## config.mk

```make
export PLATFORM = sky130hd
export DESIGN_NAME = refloss_det
export DESIGN_NICKNAME = d
export VERILOG_FILES = /design/src/rtl/refloss_pkg.sv /design/src/rtl/refloss_sync.sv /design/src/rtl/refloss_window.sv /design/src/rtl/refloss_det.sv
export SDC_FILE = /design/constraint.sdc
export NUM_CORES = 1
export LEC_CHECK = 0
export BUFFER_PORTS_ARGS = -buffer_cell sky130_fd_sc_hd__buf_2
export CORE_AREA = 2 2 39 41
export CTS_CLUSTER_DIAMETER = 80
export DETAILED_ROUTE_END_ITERATION = 16
export DIE_AREA = 0 0 41 43
export PLACE_DENSITY = 0.65
export SLEW_MARGIN = 25
export SYNTH_ARGS = -nofsm -noshare
export SYNTH_HDL_FRONTEND = slang
export SYNTH_HIERARCHICAL = 1
export SYNTH_SLANG_ARGS = --single-unit
```

## constraint.sdc

```tcl
create_clock -name clk -period 2.45 [get_ports clk]
set_clock_uncertainty 0.2 [all_clocks]
set_input_delay 0.1225 -clock clk [delete_from_list [all_inputs] [get_ports clk]]
set_output_delay 0.1225 -clock clk [all_outputs]
set_load 0.02 [all_outputs]
```

## src/rtl/refloss_pkg.sv

```systemverilog
package refloss_pkg;
  localparam int unsigned DEF_MULT_W  = 4;
  localparam int unsigned DEF_PER_MUL = 4;
  localparam int unsigned DEF_SYNC    = 2;

  // window length in counting-clock cycles for a multiplier value
  function automatic int unsigned win_cycles(input int unsigned n,
                                             input int unsigned per);
    int unsigned eff;
    eff = (n == 0) ? 1 : n;
    return eff * per;
  endfunction
endpackage

```

## src/rtl/refloss_sync.sv

```systemverilog
module refloss_sync #(
  parameter int unsigned STAGES = 2
) (
  input  logic clk,
  input  logic rst,
  input  logic async_i,
  output logic rise_o
);
  logic [STAGES-1:0] chain_q;
  logic              prev_q;

  generate
    if (STAGES == 1) begin : g_one
      always_ff @(posedge clk) begin
        if (rst) chain_q <= '0;
        else     chain_q <= async_i;
      end
    end else begin : g_many
      always_ff @(posedge clk) begin
        if (rst) chain_q <= '0;
        else     chain_q <= {chain_q[STAGES-2:0], async_i};
      end
    end
  endgenerate

  always_ff @(posedge clk) begin
    if (rst) prev_q <= 1'b0;
    else     prev_q <= chain_q[STAGES-1];
  end

  assign rise_o = chain_q[STAGES-1] & ~prev_q;

  // a synchronized rise cannot repeat on back-to-back cycles
  a_r6_rise_spacing: assert property (@(posedge clk) disable iff (rst)
    rise_o |=> !rise_o);
endmodule

```

## src/rtl/refloss_window.sv

```systemverilog
module refloss_window
  import refloss_pkg::*;
#(
  parameter int unsigned MULT_W  = DEF_MULT_W,
  parameter int unsigned PER_MUL = DEF_PER_MUL
) (
  input  logic              clk,
  input  logic              rst,
  input  logic              start_i,
  input  logic [MULT_W-1:0] mult_i,
  output logic              active_o,
  output logic              done_o
);
  localparam int unsigned MAX_WIN = ((1 << MULT_W) - 1) * PER_MUL;
  localparam int unsigned CNT_W   = (MAX_WIN > 1) ? $clog2(MAX_WIN) : 1;

  logic [CNT_W-1:0] cnt_q;
  logic             active_q;
  logic             done_q;

  always_ff @(posedge clk) begin
    if (rst) begin
      cnt_q    <= '0;
      active_q <= 1'b0;
      done_q   <= 1'b0;
    end else if (start_i) begin
      cnt_q    <= CNT_W'(win_cycles(int'(mult_i), PER_MUL) - 1);
      active_q <= 1'b1;
      done_q   <= 1'b0;
    end else if (active_q) begin
      if (cnt_q == '0) begin
        active_q <= 1'b0;
        done_q   <= 1'b1;
      end else begin
        cnt_q  <= cnt_q - 1'b1;
        done_q <= 1'b0;
      end
    end else begin
      done_q <= 1'b0;
    end
  end

  assign active_o = active_q;
  assign done_o   = done_q;

  // done only follows an open window
  a_r3_done_after_window: assert property (@(posedge clk) disable iff (rst)
    done_q |-> $past(active_q));
  // a start always leaves a window open
  a_r8_start_opens: assert property (@(posedge clk) disable iff (rst)
    start_i |=> (active_q && !done_q));
endmodule

```

## src/rtl/refloss_det.sv

```systemverilog
module refloss_det
  import refloss_pkg::*;
#(
  parameter int unsigned MULT_W      = DEF_MULT_W,
  parameter int unsigned PER_MUL     = DEF_PER_MUL,
  parameter int unsigned SYNC_STAGES = DEF_SYNC
) (
  input  logic              clk,
  input  logic              rst,
  input  logic              start_i,
  input  logic [MULT_W-1:0] mult_i,
  input  logic              ref_clk_i,
  output logic              loss_o,
  output logic              done_o
);
  logic ref_rise;
  logic win_active;
  logic win_done;
  logic loss_q;

  refloss_sync #(.STAGES(SYNC_STAGES)) sync_i (
    .clk     (clk),
    .rst     (rst),
    .async_i (ref_clk_i),
    .rise_o  (ref_rise)
  );

  refloss_window #(.MULT_W(MULT_W), .PER_MUL(PER_MUL)) win_i (
    .clk      (clk),
    .rst      (rst),
    .start_i  (start_i),
    .mult_i   (mult_i),
    .active_o (win_active),
    .done_o   (win_done)
  );

  always_ff @(posedge clk) begin
    if (rst)                         loss_q <= 1'b0;
    else if (start_i)                loss_q <= 1'b1;
    else if (win_active && ref_rise) loss_q <= 1'b0;
  end

  assign loss_o = loss_q;
  assign done_o = win_done;

  // start forces the status bit high
  a_r2_start_sets: assert property (@(posedge clk) disable iff (rst)
    start_i |=> loss_o);
  // done lasts one cycle
  a_r4_done_single: assert property (@(posedge clk) disable iff (rst)
    done_o |=> !done_o);
  // with the window closed the verdict holds
  a_r7_hold_idle: assert property (@(posedge clk) disable iff (rst)
    (!win_active && !start_i) |=> $stable(loss_o));
  // an edge inside the window clears the status bit
  a_r6_edge_clears: assert property (@(posedge clk) disable iff (rst)
    (win_active && ref_rise && !start_i) |=> !loss_o);
endmodule

```

**Word level (Yosys, flattened, before mapping)**

Cells that the tools add are included.

- Bits in registers: 12
- Output and inout port bits: 2

- Add/sub/neg operators: 2
- Eq/ne operators: 1
- Mux-type cells: 10
- Bitwise gates (word level): 3
- Reductions and logical operators: 7

Operators by type and width:

| kind | count |
|---|---|
| $mux 6 | 3 |
| $sub 6x1->6 const B | 2 |
| $logic_not 6->1 | 1 |
| $mux 1 | 6 |
| $logic_not 4->1 | 1 |
| $mux 4 | 1 |
| $reduce_bool 2->1 | 2 |
| $reduce_or 3->1 | 1 |
| $ne 2x2->1 const B | 1 |
| $not 1->1 | 2 |
| $reduce_and 2->1 | 1 |
| $and 1x1->1 | 1 |
| $logic_and 1x1->1 | 1 |

**Logic depth before layout (Yosys ltp)**

Gate-level depths: netlist (run 1).

- Depth in word-level cells: 5
- Mapped depth: 6

**By module**

Netlist (run 1), hierarchy kept.

Modules (own cells, without submodules):

| module | times used | cells an instance | area an instance (um^2) | sequential area each (um^2) |
|---|---|---|---|---|
| refloss_window | 1 | 51 | 456.7 | 160.2 |
| refloss_sync | 1 | 7 | 87.6 | 60.1 |
| refloss_det | 1 | 4 | 42.5 | 20.0 |

**Worst setup path before layout (run 1)**

OpenSTA, ideal clock, no wires.

- Kind: register to register
- Start point: register win_i.cnt_q[0]
- End point: register win_i.cnt_q[1]
- Library setup time: 0.070 ns
- Data arrival time: 1.624 ns
- Required time: 2.180 ns
- Setup slack: 0.556 ns
- Stages on the path, launching flop included: 7
- Buffers on the path: 0
- Period minus slack after synthesis: 1.894 ns
- Cells stage by stage: dfxtp_1 inv_1 ha_1 nor3b_1 a21bo_2 mux2_2 a21oi_1

- Longest elaborated chain between the ends: 4

RTL lines:

| what | RTL line | source |
|---|---|---|
| from (decl) | refloss_window.sv:17 | `logic [CNT_W-1:0] cnt_q;` |
| from (signal assigned) | refloss_window.sv:27 | `cnt_q <= CNT_W'(win_cycles(int'(mult_i), PER_MUL) - 1);` |
| from (signal assigned) | refloss_window.sv:35 | `cnt_q <= cnt_q - 1'b1;` |
| $sub 6x1->6 | refloss_window.sv:35 |  |
| $mux 6 | refloss_window.sv:31 | `if (cnt_q == '0) begin` |
| $mux 6 | refloss_window.sv:30 | `end else if (active_q) begin` |
| $mux 6 | refloss_window.sv:26 | `end else if (start_i) begin` |

Several ways; a longest one is shown, not always the timed one. The select of a mux whose other input is x is not followed.
A chain may end at the register's enable or synchronous reset.

**Final worst setup path (run 1)**

- Start point: register win_i.cnt_q[1]
- End point: register win_i.cnt_q[1]

The elaborated chain is that of the path after synthesis.

==> out/qor.csv, run 1 <==
metric,value,unit
run_status,"complete, no violations",
worstMarginPinSlew,0.578,ns
timing.setup.critical_path_class,register to register,
startpoint_type,register,
drc_violation_count_after_routing,0,
synthDistinctLibCells,30,
grt_pass1_vias,478,
grt_start_max_net_pins,14,
finalNetCount,91,
max_cap_violations,0,
total_leakage_power,0.319,nW
global_route.overflow_total,0,
max_freq,472,MHz
yosys_most_used_dff,sky130_fd_sc_hd__dfxtp_1,
cell_internal_pwr,0.340,mW
multiInputGateArea,324,µm²
ant_nets,0,
rsz0062_at_grt,false,
fp-row-count,14,
post_cts_hold_buffer_count,5,
gpl.final_weighted_congestion,0.764,
post_synth.cell_area_avg,9.46,µm²
first_pass_iters,4,
final-hold-violation-count,0,
ctsHtreeMaxLevel,1,
timing.critical_path.to_type,register,
ys_ff_latch,12,
worstSkewPairLatency,0.27,ns
final.min_clock_period,2.12,ns
buffer_ports.inserted,9,
route.vias.total,491,
antenna_found_initial,0,
fillers,129,
cts_post_setup_buffers_inserted,0,
arrival,2.12,ns
synth-async-reset-ratio,0,%
power_frac_clock,33.8,%
slew_headroom,61.4,%
synth.yosys.seq_area_share,40.9,%
synth_nets,73,
slew_violations,0,
hpwlAfterDp,758,µm
first_iter_violations,11,
leading_cell_type_in_the_layout_fill_and_taps_excluded,sky130_fd_sc_hd__dfxtp_1,
worst_setup_hold_path_clk_slew,0.08,ns
clock_tree.buffer_depth,2,
routed_vias_inst,5.17,
die_h,43,µm
antenna_fix_cells,0,
post_cts_resized,0,
detailedPlace.worstSlack,0.404,ns
top_level_ports,10,
critical_path_peak_fanout,5,
yosys_warnings,6,
cts-root-buf,sky130_fd_sc_hd__clkbuf_4,
leading_cell_types_in_the_layout_fill_and_taps_excluded,"12 x sky130_fd_sc_hd__dfxtp_1, 9 x sky130_fd_sc_hd__buf_2, 6 x sky130_fd_sc_hd__nor2_1",
syn_inst,62,
synth_area,587,µm²
groute.usage.overall,17.2,%
holdCritPathClass,primary input to register,
post-synth-top-area-cell,sky130_fd_sc_hd__dfxtp_1,
clock_sink_count,12,
total_power,0.458,mW
comb_power_share,18.0,%
ir_worst_vdd,299,µV
timing.critical_path.required,2.45,ns
fin_tns_setup,0,ns
finalSetupViolations,0,
area_overhead_vs_synth,25.2,%
min_period_over_period,86.5,%
finalWirelength,1110,µm
reg2reg_slack,0.33,ns
netlist.area_leader.share,40.9,%
wl_per_cell,11.6,µm
synth_edf_count,0,
grt_pass1_wl,2020,µm
starting_utilization_of_the_core_area,42.4,%
net_switching_power,0.119,mW
placeable_core_region,0.00138,mm²
clock_tree_from_tritoncts,yes,
fin_ws,0.331,ns
synth_area_leaders,"sky130_fd_sc_hd__dfxtp_1 41%, sky130_fd_sc_hd__ha_1 6.4%, sky130_fd_sc_hd__nor2_1 3.8%",
die_area,0.00176,mm²
seqCellArea,240,µm²
numCtsBuffers,3,
sequentialPowerShare,48.2,%
layout-drive-gt1-share,25.3,%
power-per-cell-area,624,mW/mm²
fp.dieW,41,µm
netSwitchingFraction,25.9,%
[power by group through the flow]
stage               sequential [mW]  clock [mW]  combinational [mW]
detailed placement            0.225           0              0.0748
CTS                           0.220       0.161              0.0814
floorplan                     0.223           0              0.0547
global placement              0.224           0              0.0740
finish                        0.221       0.155              0.0824
global route                  0.223       0.174              0.0933
[cells by family (layout without fill, tap and decap cells)]
group / after synthesis / after routing / synth area share, %
flops: 12 / 12 / 40.9
buf+inv: 6 / 23 / 3.84
mux: 2 / 2 / 3.62
compound gates: 14 / 14 / 18.1
xor+xnor: 2 / 2 / 2.99
simple gates: 23 / 23 / 24.1
fa+ha+maj: 3 / 3 / 6.40
[worst max-delay path: stages (launching register included)]
cell and delay, ns:
sky130_fd_sc_hd__dfxtp_1 0.33, sky130_fd_sc_hd__inv_1 0.12, sky130_fd_sc_hd__ha_1 0.18, sky130_fd_sc_hd__nor3b_1 0.50, sky130_fd_sc_hd__a21bo_2 0.27, sky130_fd_sc_hd__mux2_2 0.33, sky130_fd_sc_hd__a21oi_1 0.13
[synth_stat cells, types with 2 or more instances]
master,count
sky130_fd_sc_hd__a211oi_1,2
sky130_fd_sc_hd__a21oi_1,4
sky130_fd_sc_hd__dfxtp_1,12
sky130_fd_sc_hd__ha_1,3
sky130_fd_sc_hd__inv_1,5
sky130_fd_sc_hd__nor2_1,6
sky130_fd_sc_hd__nor2b_1,3
sky130_fd_sc_hd__nor3_1,3
sky130_fd_sc_hd__o31ai_1,2
sky130_fd_sc_hd__xnor2_1,2
[through the flow]
stage          cell area [µm²]  util, %  cells  hold WS [ns]
6_report                   734     53.1     95        0.0140
5_1_grt                    734     53.1     95        0.0217
4_1_cts                    734     53.1     95        0.0121
3_5_place_dp               648     46.8     86         0.144
3_3_place_gp               648     46.8     86         0.133
2_1_floorplan              587        -     62      -0.00589
[final cells by class]
| type | count | area share (%) |
|---|---|---|
| clock buffers | 4 | 4.94 |
| repair buffers | 14 | 12.9 |
| inverters | 5 | 2.56 |
| multi-input cells | 44 | 44.1 |
| well taps | 16 | 2.73 |
| flip-flops and latches | 12 | 32.7 |
[flip-flops by register name, indices dropped and copies added, names as in the netlist]
register / flops
sync_i/prev_q: 1
loss_o: 1
win_i/done_o: 1
sync_i/chain_q: 2
win_i/active_o: 1
win_i/cnt_q: 6
[final timing paths]
path,start,to,cells past startpoint
setup / recovery,win_i/cnt_q[1],win_i/cnt_q[1],6
hold / removal,mult_i[3],win_i/cnt_q[5],4
setup reg to reg,win_i/cnt_q[1],win_i/cnt_q[1],6
hold reg to reg,sync_i/chain_q[0],sync_i/chain_q[1],1
[routing by layer]
layer	global-route usage (%)	up-vias	routed length, µm
met3	6.28	0	24
met2	25.6	6	545
met1	20.1	229	534
li1	-	256	-
met4	10.0	0	0
met5	0	-	0
Power figures use the tool's default switching activity.
==> inputs of run 2 (changes only) <==
--- a/config.mk
+++ b/config.mk
@@ -6,4 +6,5 @@
 export NUM_CORES = 1
 export LEC_CHECK = 0
+export ABC_AREA = 1
 export BUFFER_PORTS_ARGS = -buffer_cell sky130_fd_sc_hd__buf_2
 export CORE_AREA = 2 2 39 41
@@ -11,5 +12,5 @@
 export DETAILED_ROUTE_END_ITERATION = 16
 export DIE_AREA = 0 0 41 43
-export PLACE_DENSITY = 0.65
+export PLACE_DENSITY = 0.73
 export SLEW_MARGIN = 25
 export SYNTH_ARGS = -nofsm -noshare
--- a/constraint.sdc
+++ b/constraint.sdc
@@ -3,3 +3,3 @@
 set_input_delay 0.1225 -clock clk [delete_from_list [all_inputs] [get_ports clk]]
 set_output_delay 0.1225 -clock clk [all_outputs]
-set_load 0.02 [all_outputs]
+set_load 0.005 [all_outputs]
==> run 2 against run 1 <==
Maximum frequency increased by 37%. Synthesized cell count increased by 61%. Worst hold slack improved by 0.037 ns. Critical path type is now primary input to register. Sequential share of layout area decreased by 3.5 points. Critical path depth decreased by 1. Wire length increased by 24%. Synthesized area increased by 17%. Sequential power increased by 2%. Highest routed layer is now met4.
==> out/qor.csv, run 2 <==
metric,value,unit,change
yosys_most_used_dff,sky130_fd_sc_hd__dfxtp_1,,unchanged
ant_nets,0,,unchanged
multiInputGateArea,380,µm²,was 324 µm²
finalWirelength,1370,µm,was 1110 µm
grt_pass1_vias,651,,was 478
fin_tns_setup,0,ns,unchanged
worstReg2RegStart,sync_i/chain_q[1],,was win_i/cnt_q[1]
slowest_delay,0.55,ns,was 0.50 ns
critical_path_peak_fanout,8,,was 5
max_flop_register,win_i/cnt_q,,unchanged
rsz0062_at_grt,false,,unchanged
max_freq,648,MHz,was 472 MHz
route.vias.total,647,,was 491
finalNetCount,130,,was 91
power_frac_clock,25.5,%,was 33.8%
comb_power_share,27.3,%,was 18.0%
hold_path.startpoint,mult_i[2],,was mult_i[3]
most_used_standard_cell_by_instance_count_after_synthesis,sky130_fd_sc_hd__nand2_1,,was sky130_fd_sc_hd__dfxtp_1
routed_vias_inst,4.86,,was 5.17
synth-async-reset-ratio,0,%,unchanged
path_delay_family,buffers and inverters,,was simple AND/OR/NAND/NOR gates
clock_tree_from_tritoncts,yes,,unchanged
netSwitchingFraction,32.8,%,was 25.9%
netlist.area_leader.share,35.1,%,was 40.9%
timing.setup.critical_path_class,primary input to register,,was register to register
antenna_found_initial,0,,unchanged
run_status,"complete, no violations",,unchanged
leading_cell_type_in_the_layout_fill_and_taps_excluded,sky130_fd_sc_hd__nand2_1,,was sky130_fd_sc_hd__dfxtp_1
worstPathBufferInverterCount,4,,was 1
die_area,0.00176,mm²,unchanged
sequentialPowerShare,47.2,%,was 48.2%
slew_violations,0,,unchanged
ctsHtreeMaxLevel,1,,unchanged
arrival,1.56,ns,was 2.12 ns
drc_violation_count_after_routing,0,,unchanged
clock_sink_count,12,,unchanged
die_h,43,µm,unchanged
min_period_over_period,63.0,%,was 86.5%
grt_pass1_wl,2480,µm,was 2020 µm
ys_ff_latch,12,,unchanged
finalSetupViolations,0,,unchanged
groute.usage.overall,21.2,%,was 17.2%
synth_area,684,µm²,was 587 µm²
area_overhead_vs_synth,20.1,%,was 25.2%
post_synth.cell_area_avg,6.84,µm²,was 9.46 µm²
largest_registers,"win_i/cnt_q x6, sync_i/chain_q x2",,unchanged
timing.critical_path.to_type,register,,unchanged
cts-root-buf,sky130_fd_sc_hd__clkbuf_4,,unchanged
buffer_ports.inserted,9,,unchanged
seqCellArea,240,µm²,unchanged
gpl.final_weighted_congestion,0.881,,was 0.764
antenna_fix_cells,0,,unchanged
hpwlAfterDp,1030,µm,was 758 µm
fp.dieW,41,µm,unchanged
first_pass_iters,4,,unchanged
worstSetupStartpoint,start_i,,was win_i/cnt_q[1]
net_switching_power,0.158,mW,was 0.119 mW
first_iter_violations,7,,was 11
clock_tree.buffer_depth,2,,unchanged
final-hold-violation-count,0,,unchanged
synth_area_leaders,"sky130_fd_sc_hd__dfxtp_1 35%, sky130_fd_sc_hd__nand2_1 12%, sky130_fd_sc_hd__nor2_1 10%",,"was sky130_fd_sc_hd__dfxtp_1 41%, sky130_fd_sc_hd__ha_1 6.4%, sky130_fd_sc_hd__nor2_1 3.8%"
largest_register_ff_count,6,,unchanged
yosys-top-cells-count,"21 x sky130_fd_sc_hd__nand2_1, 19 x sky130_fd_sc_hd__nor2_1, 16 x sky130_fd_sc_hd__inv_1",,"was 12 x sky130_fd_sc_hd__dfxtp_1, 6 x sky130_fd_sc_hd__nor2_1, 5 x sky130_fd_sc_hd__inv_1"
top_level_ports,10,,unchanged
wl_per_cell,10.3,µm,was 11.6 µm
numCtsBuffers,3,,unchanged
worstSkewPairLatency,0.27,ns,about the same
cts_post_setup_buffers_inserted,0,,unchanged
synthDistinctLibCells,20,,was 30
global_route.overflow_total,0,,unchanged
synth_nets,111,,was 73
slew_headroom,82.4,%,was 61.4%
power-per-cell-area,584,mW/mm²,was 624 mW/mm²
total_power,0.480,mW,was 0.458 mW
worst_path_max_delay_cell,sky130_fd_sc_hd__dlygate4sd3_1,,was sky130_fd_sc_hd__nor3b_1
post-synth-top-area-cell,sky130_fd_sc_hd__dfxtp_1,,unchanged
synth.yosys.seq_area_share,35.1,%,was 40.9%
max_cap_violations,0,,unchanged
total_leakage_power,0.417,nW,was 0.319 nW
cell_internal_pwr,0.322,mW,was 0.340 mW
leading_cell_types_in_the_layout_fill_and_taps_excluded,"21 x sky130_fd_sc_hd__nand2_1, 19 x sky130_fd_sc_hd__nor2_1, 16 x sky130_fd_sc_hd__inv_1",,"was 12 x sky130_fd_sc_hd__dfxtp_1, 9 x sky130_fd_sc_hd__buf_2, 6 x sky130_fd_sc_hd__nor2_1"
fp-row-count,14,,unchanged
fillers,143,,was 129
layout-drive-gt1-share,20.5,%,was 25.3%
timing.critical_path.required,2.47,ns,was 2.45 ns
synth_edf_count,0,,unchanged
crit_path_cell_trace,dlygate4sd3_1 -> buf_2 -> inv_1 -> a21oi_2 -> dlygate4sd3_1,,was inv_1 -> ha_1 -> nor3b_1 -> a21bo_2 -> mux2_2 -> a21oi_1
startpoint_type,primary input,,was register
final.min_clock_period,1.54,ns,was 2.12 ns
yosys_warnings,6,,unchanged
worst_setup_hold_path_clk_slew,0.07,ns,was 0.08 ns
holdCritPathClass,primary input to register,,unchanged
syn_inst,100,,was 62
ir_worst_vdd,431,µV,was 299 µV
worstMarginPinSlew,0.264,ns,was 0.578 ns
starting_utilization_of_the_core_area,49.5,%,was 42.4%
placeable_core_region,0.00138,mm²,unchanged
crit_path_frequent_cell,sky130_fd_sc_hd__dlygate4sd3_1,,
grt_start_max_net_pins,11,,was 14
==> run 2: changes by cell type after synthesis, moves of 3 or more <==
cell	previous run	this run
sky130_fd_sc_hd__inv_1	5	16
sky130_fd_sc_hd__nand3_1	0	6
sky130_fd_sc_hd__nand2_1	1	21
sky130_fd_sc_hd__nor3_1	3	0
sky130_fd_sc_hd__nor2_1	6	19
sky130_fd_sc_hd__a21oi_2	0	4
sky130_fd_sc_hd__nor2b_1	3	0
==> run 2: timing repair <==
item | in CTS | in global routing
resized for setup | 0 | 0
hold buffers | 5 | 0
endpoints found under the hold margin | 8 | 0
==> run 2: final cells by class <==
type,count,share of cell area (%)
repair buffers,14,11.6
well taps,16,2.44
multi-input cells,71,46.3
clock buffers,3,2.74
inverters,17,7.76
flip-flops and latches,12,29.2
==> run 2: path summary, 6_finish.rpt <==
kind | slack (ns) | end | cells after the start
min reg2reg | 0.21 | sync_i/chain_q[1] | 2
min | 0.05 | win_i/cnt_q[4] | 6
max reg2reg | 0.97 | loss_o | 6
max | 0.91 | loss_o | 5
==> run 2: worst min-delay path, cell delays in order <==
cell and delay [ns]:
sky130_fd_sc_hd__buf_2 0.10, sky130_fd_sc_hd__nand2_1 0.05, sky130_fd_sc_hd__nand2_1 0.06, sky130_fd_sc_hd__nand2_1 0.05, sky130_fd_sc_hd__nand2_1 0.06, sky130_fd_sc_hd__a21oi_2 0.04
==> run 2: cell families (layout without fill, tap and decap cells) <==
group / after synthesis / count (layout) / share of synthesized area, %
AND/OR/NAND/NOR: 57 / 57 / 39.3
buffers and inverters: 17 / 34 / 9.32
flip-flops: 12 / 12 / 35.1
AO/OA/AOI/OAI: 10 / 10 / 9.51
adder cells (fa/ha/maj): 3 / 3 / 5.49
XOR/XNOR: 1 / 1 / 1.28
==> run 2: power by group through the flow <==
stage	Clock [mW]	Combinational, mW	Sequential (mW)
detailed placement	0	0.124	0.231
floorplan	0	0.0960	0.228
CTS	0.123	0.131	0.226
global placement	0	0.122	0.231
global route	0.136	0.150	0.229
finish	0.122	0.131	0.226
==> run 2: stage by stage <==
| step | setup slack, ns | hold slack [ns] | std cells | instance area, µm² | utilization (%) |
|---|---|---|---|---|---|
| finish | 0.906 | 0.0510 | 133 | 822 | 59.4 |
| global route | 0.847 | 0.0925 | 133 | 822 | 59.4 |
| CTS | 0.924 | 0.0570 | 133 | 822 | 59.4 |
| detailed placement | 0.975 | 0.142 | 125 | 749 | 54.2 |
| global placement | 0.984 | 0.123 | 125 | 749 | 54.2 |
| floorplan | 1.08 | -0.0151 | 100 | 684 | - |
==> run 2: routing by layer <==
metal  part of all wire, %  track usage, %
met1                    46            24.7
met3                   4.2            6.28
met2                    48            32.8
met4                   1.5            12.0
met5                     0               0
==> inputs of run 3 (changes only) <==
Settings changed: CORE_AREA 2 2 39 41 to unset, CORE_MARGIN set to 2, CORE_UTILIZATION set to 48, DIE_AREA 0 0 41 43 to unset, PLACE_DENSITY 0.73 to 0.72.
Clock period 2.45 ns to 1.3 ns, I/O delays scaled along.
==> run 3 against run 2 <==
The flow now finishes with violations (negative hold slack, negative setup slack). Sequential power grew 92%. Wire length grew 29%. Flip-flop and latch count is the same. Combinational power grew to 3.1 times the previous value. Critical path depth grew 2.
==> out/qor.csv, run 3 (synthesized netlist as in run 2, its figures left out) <==
metric,value,unit,change
total_power,1.14,mW,was 0.480 mW
first_pass_iters,4,,unchanged
worstPathBufferInverterCount,2,,was 4
ctsHtreeMaxLevel,1,,unchanged
fp-row-count,13,,was 14
crit_path_frequent_cell,sky130_fd_sc_hd__nor2_1,,was sky130_fd_sc_hd__dlygate4sd3_1
global_route.overflow_total,0,,unchanged
largest_registers,"win_i/cnt_q x6, sync_i/chain_q x2",,unchanged
top_level_ports,10,,unchanged
drc_violation_count_after_routing,0,,unchanged
final.min_clock_period,1.34,ns,
clock_tree.buffer_depth,2,,unchanged
worst_setup_hold_path_clk_slew,0.08,ns,was 0.07 ns
slowest_delay,0.36,ns,was 0.55 ns
final-hold-violation-count,7,,was 0
numCtsBuffers,3,,unchanged
finalWirelength,1770,µm,was 1370 µm
worst_path_max_delay_cell,sky130_fd_sc_hd__dfxtp_2,,was sky130_fd_sc_hd__dlygate4sd3_1
placeable_core_region,0.00132,mm²,was 0.00138 mm²
starting_utilization_of_the_core_area,51.9,%,was 49.5%
startpoint_type,register,,was primary input
layout-drive-gt1-share,42.6,%,was 20.5%
routed_vias_inst,5.15,,was 4.86
worstReg2RegStart,win_i/cnt_q[1],,was sync_i/chain_q[1]
final_design_area_no_fill,0.00104,mm²,was 822 µm²
min_period_over_period,103,%,
area_overhead_vs_synth,51.6,%,was 20.1%
clock_sink_count,12,,unchanged
fp.dieW,41.8,µm,was 41 µm
first_iter_violations,33,,was 7
critical_path_peak_fanout,3,,was 8
leading_cell_type_in_the_layout_fill_and_taps_excluded,sky130_fd_sc_hd__nand2_1,,unchanged
antenna_found_initial,0,,unchanged
gpl.final_weighted_congestion,0.826,,was 0.881
dpl_cell_area,818,µm²,was 749 µm²
grt_pass1_wl,3030,µm,was 2480 µm
total_leakage_power,0.495,nW,was 0.417 nW
worstSetupStartpoint,win_i/cnt_q[1],,was start_i
cts-root-buf,sky130_fd_sc_hd__clkbuf_4,,unchanged
run_status,finished with violations,,"was complete, no violations"
path_delay_family,flip-flops,,was buffers and inverters
max_freq,745,MHz,
timing.setup.critical_path_class,register to register,,was primary input to register
worstMarginPinSlew,0.231,ns,was 0.264 ns
ir_worst_vdd,821,µV,was 431 µV
holdCritPathClass,primary input to register,,unchanged
wl_per_cell,12.3,µm,was 10.3 µm
violations_in_the_final_reports,"negative hold slack, negative setup slack",,
placed_cells_incl_taps,132,,was 125
post_cts_hold_buffer_count,6,,was 5
timing.critical_path.to_type,register,,unchanged
slew_headroom,84.6,%,was 82.4%
largest_register_ff_count,6,,unchanged
rsz0062_at_grt,true,,was false
clock_tree_from_tritoncts,yes,,unchanged
ant_nets,0,,unchanged
die_area,0.00174,mm²,was 0.00176 mm²
fin_ws,-0.0426,ns,was 0.906 ns
hpwlAfterDp,1160,µm,was 1030 µm
route.vias.total,742,,was 647
max_flop_register,win_i/cnt_q,,unchanged
worstSkewPairLatency,0.27,ns,about the same
timing.hold.ws,-0.113,ns,was 0.0510 ns
antenna_fix_cells,0,,unchanged
timing.critical_path.required,1.27,ns,was 2.47 ns
finalSetupViolations,4,,was 0
grt_start_max_net_pins,11,,unchanged
fin_tns_setup,-0.125,ns,was 0 ns
power-per-cell-area,1100,mW/mm²,was 584 mW/mm²
groute.usage.overall,22.6,%,was 21.2%
finalNetCount,141,,was 130
die_h,41.8,µm,was 43 µm
leading_cell_types_in_the_layout_fill_and_taps_excluded,"17 x sky130_fd_sc_hd__nand2_1, 16 x sky130_fd_sc_hd__nor2_1, 13 x sky130_fd_sc_hd__inv_1",,"was 21 x sky130_fd_sc_hd__nand2_1, 19 x sky130_fd_sc_hd__nor2_1, 16 x sky130_fd_sc_hd__inv_1"
crit_path_cell_trace,inv_4 -> buf_6 -> ha_4 -> xnor2_2 -> nor2_1 -> o21ai_1 -> nor2_1,,was dlygate4sd3_1 -> buf_2 -> inv_1 -> a21oi_2 -> dlygate4sd3_1
max_cap_violations,0,,unchanged
fin_cells,144,,was 133
hold_path.startpoint,rst,,was mult_i[2]
arrival,1.31,ns,was 1.56 ns
buffer_ports.inserted,9,,unchanged
grt_pass1_vias,695,,was 651
slew_violations,0,,unchanged
[run 3: cell count changes in the layout (fill, tap and decap cells not counted), moves of 3 or more]
| cell | change |
|---|---|
| sky130_fd_sc_hd__buf_4 | +9 |
| sky130_fd_sc_hd__dfxtp_1 | -4 |
| sky130_fd_sc_hd__dfxtp_2 | +3 |
| sky130_fd_sc_hd__inv_1 | -3 |
| sky130_fd_sc_hd__nand2_1 | -4 |
| sky130_fd_sc_hd__nor2_1 | -3 |
| sky130_fd_sc_hd__nor2_4 | +3 |
[run 3: worst paths after layout]
kind	endpoint	slack, ns	cells after the start
worst max-delay path	win_i/cnt_q[2]	-0.04	7
worst min-delay path	loss_o	-0.11	2
worst max register to register	win_i/cnt_q[2]	-0.04	7
worst min register to register	sync_i/prev_q	0.25	2
[run 3: cell type report]
type | instances | area [µm²]
multi-input cells | 71 | 480
well taps | 15 | 18.8
fillers | 92 | 280
inverters | 17 | 68.8
repair buffers | 25 | 185
clock buffers | 4 | 36.3
flip-flops and latches | 12 | 248
[run 3: per-layer routing]
metal  vias to the layer above  part of all wire (%)  global-route usage (%)
met3                         2                   4.6                    3.91
met1                       341                    42                    29.0
met5                         -                     0                       0
li1                        372                     -                       -
met4                         0                   1.5                    9.68
met2                        27                    52                    36.9
[run 3: repair_timing]
item | CTS | global route
setup buffers | 0 | 3
gates resized for setup | 12 | 18
endpoints found under the setup margin | 7 | 6
pin swaps | 2 | 11
hold endpoints to repair | 8 | 7
[run 3: stage by stage]
stage	setup slack, ns	hold slack, ns	utilization [%]
6_report	-0.0426	-0.113	78.7
3_3_place_gp	-0.0458	0.0675	62.1
3_5_place_dp	-0.108	0.0778	62.1
2_1_floorplan	0.0164	-0.0726	-
5_1_grt	-0.103	-0.108	78.7
4_1_cts	-0.00141	-0.121	72.6
[run 3: where the power goes]
| part | internal (mW) | switching, mW |
|---|---|---|
| Combinational | 0.190 | 0.219 |
| Clock | 0.170 | 0.124 |
| Sequential | 0.402 | 0.0326 |
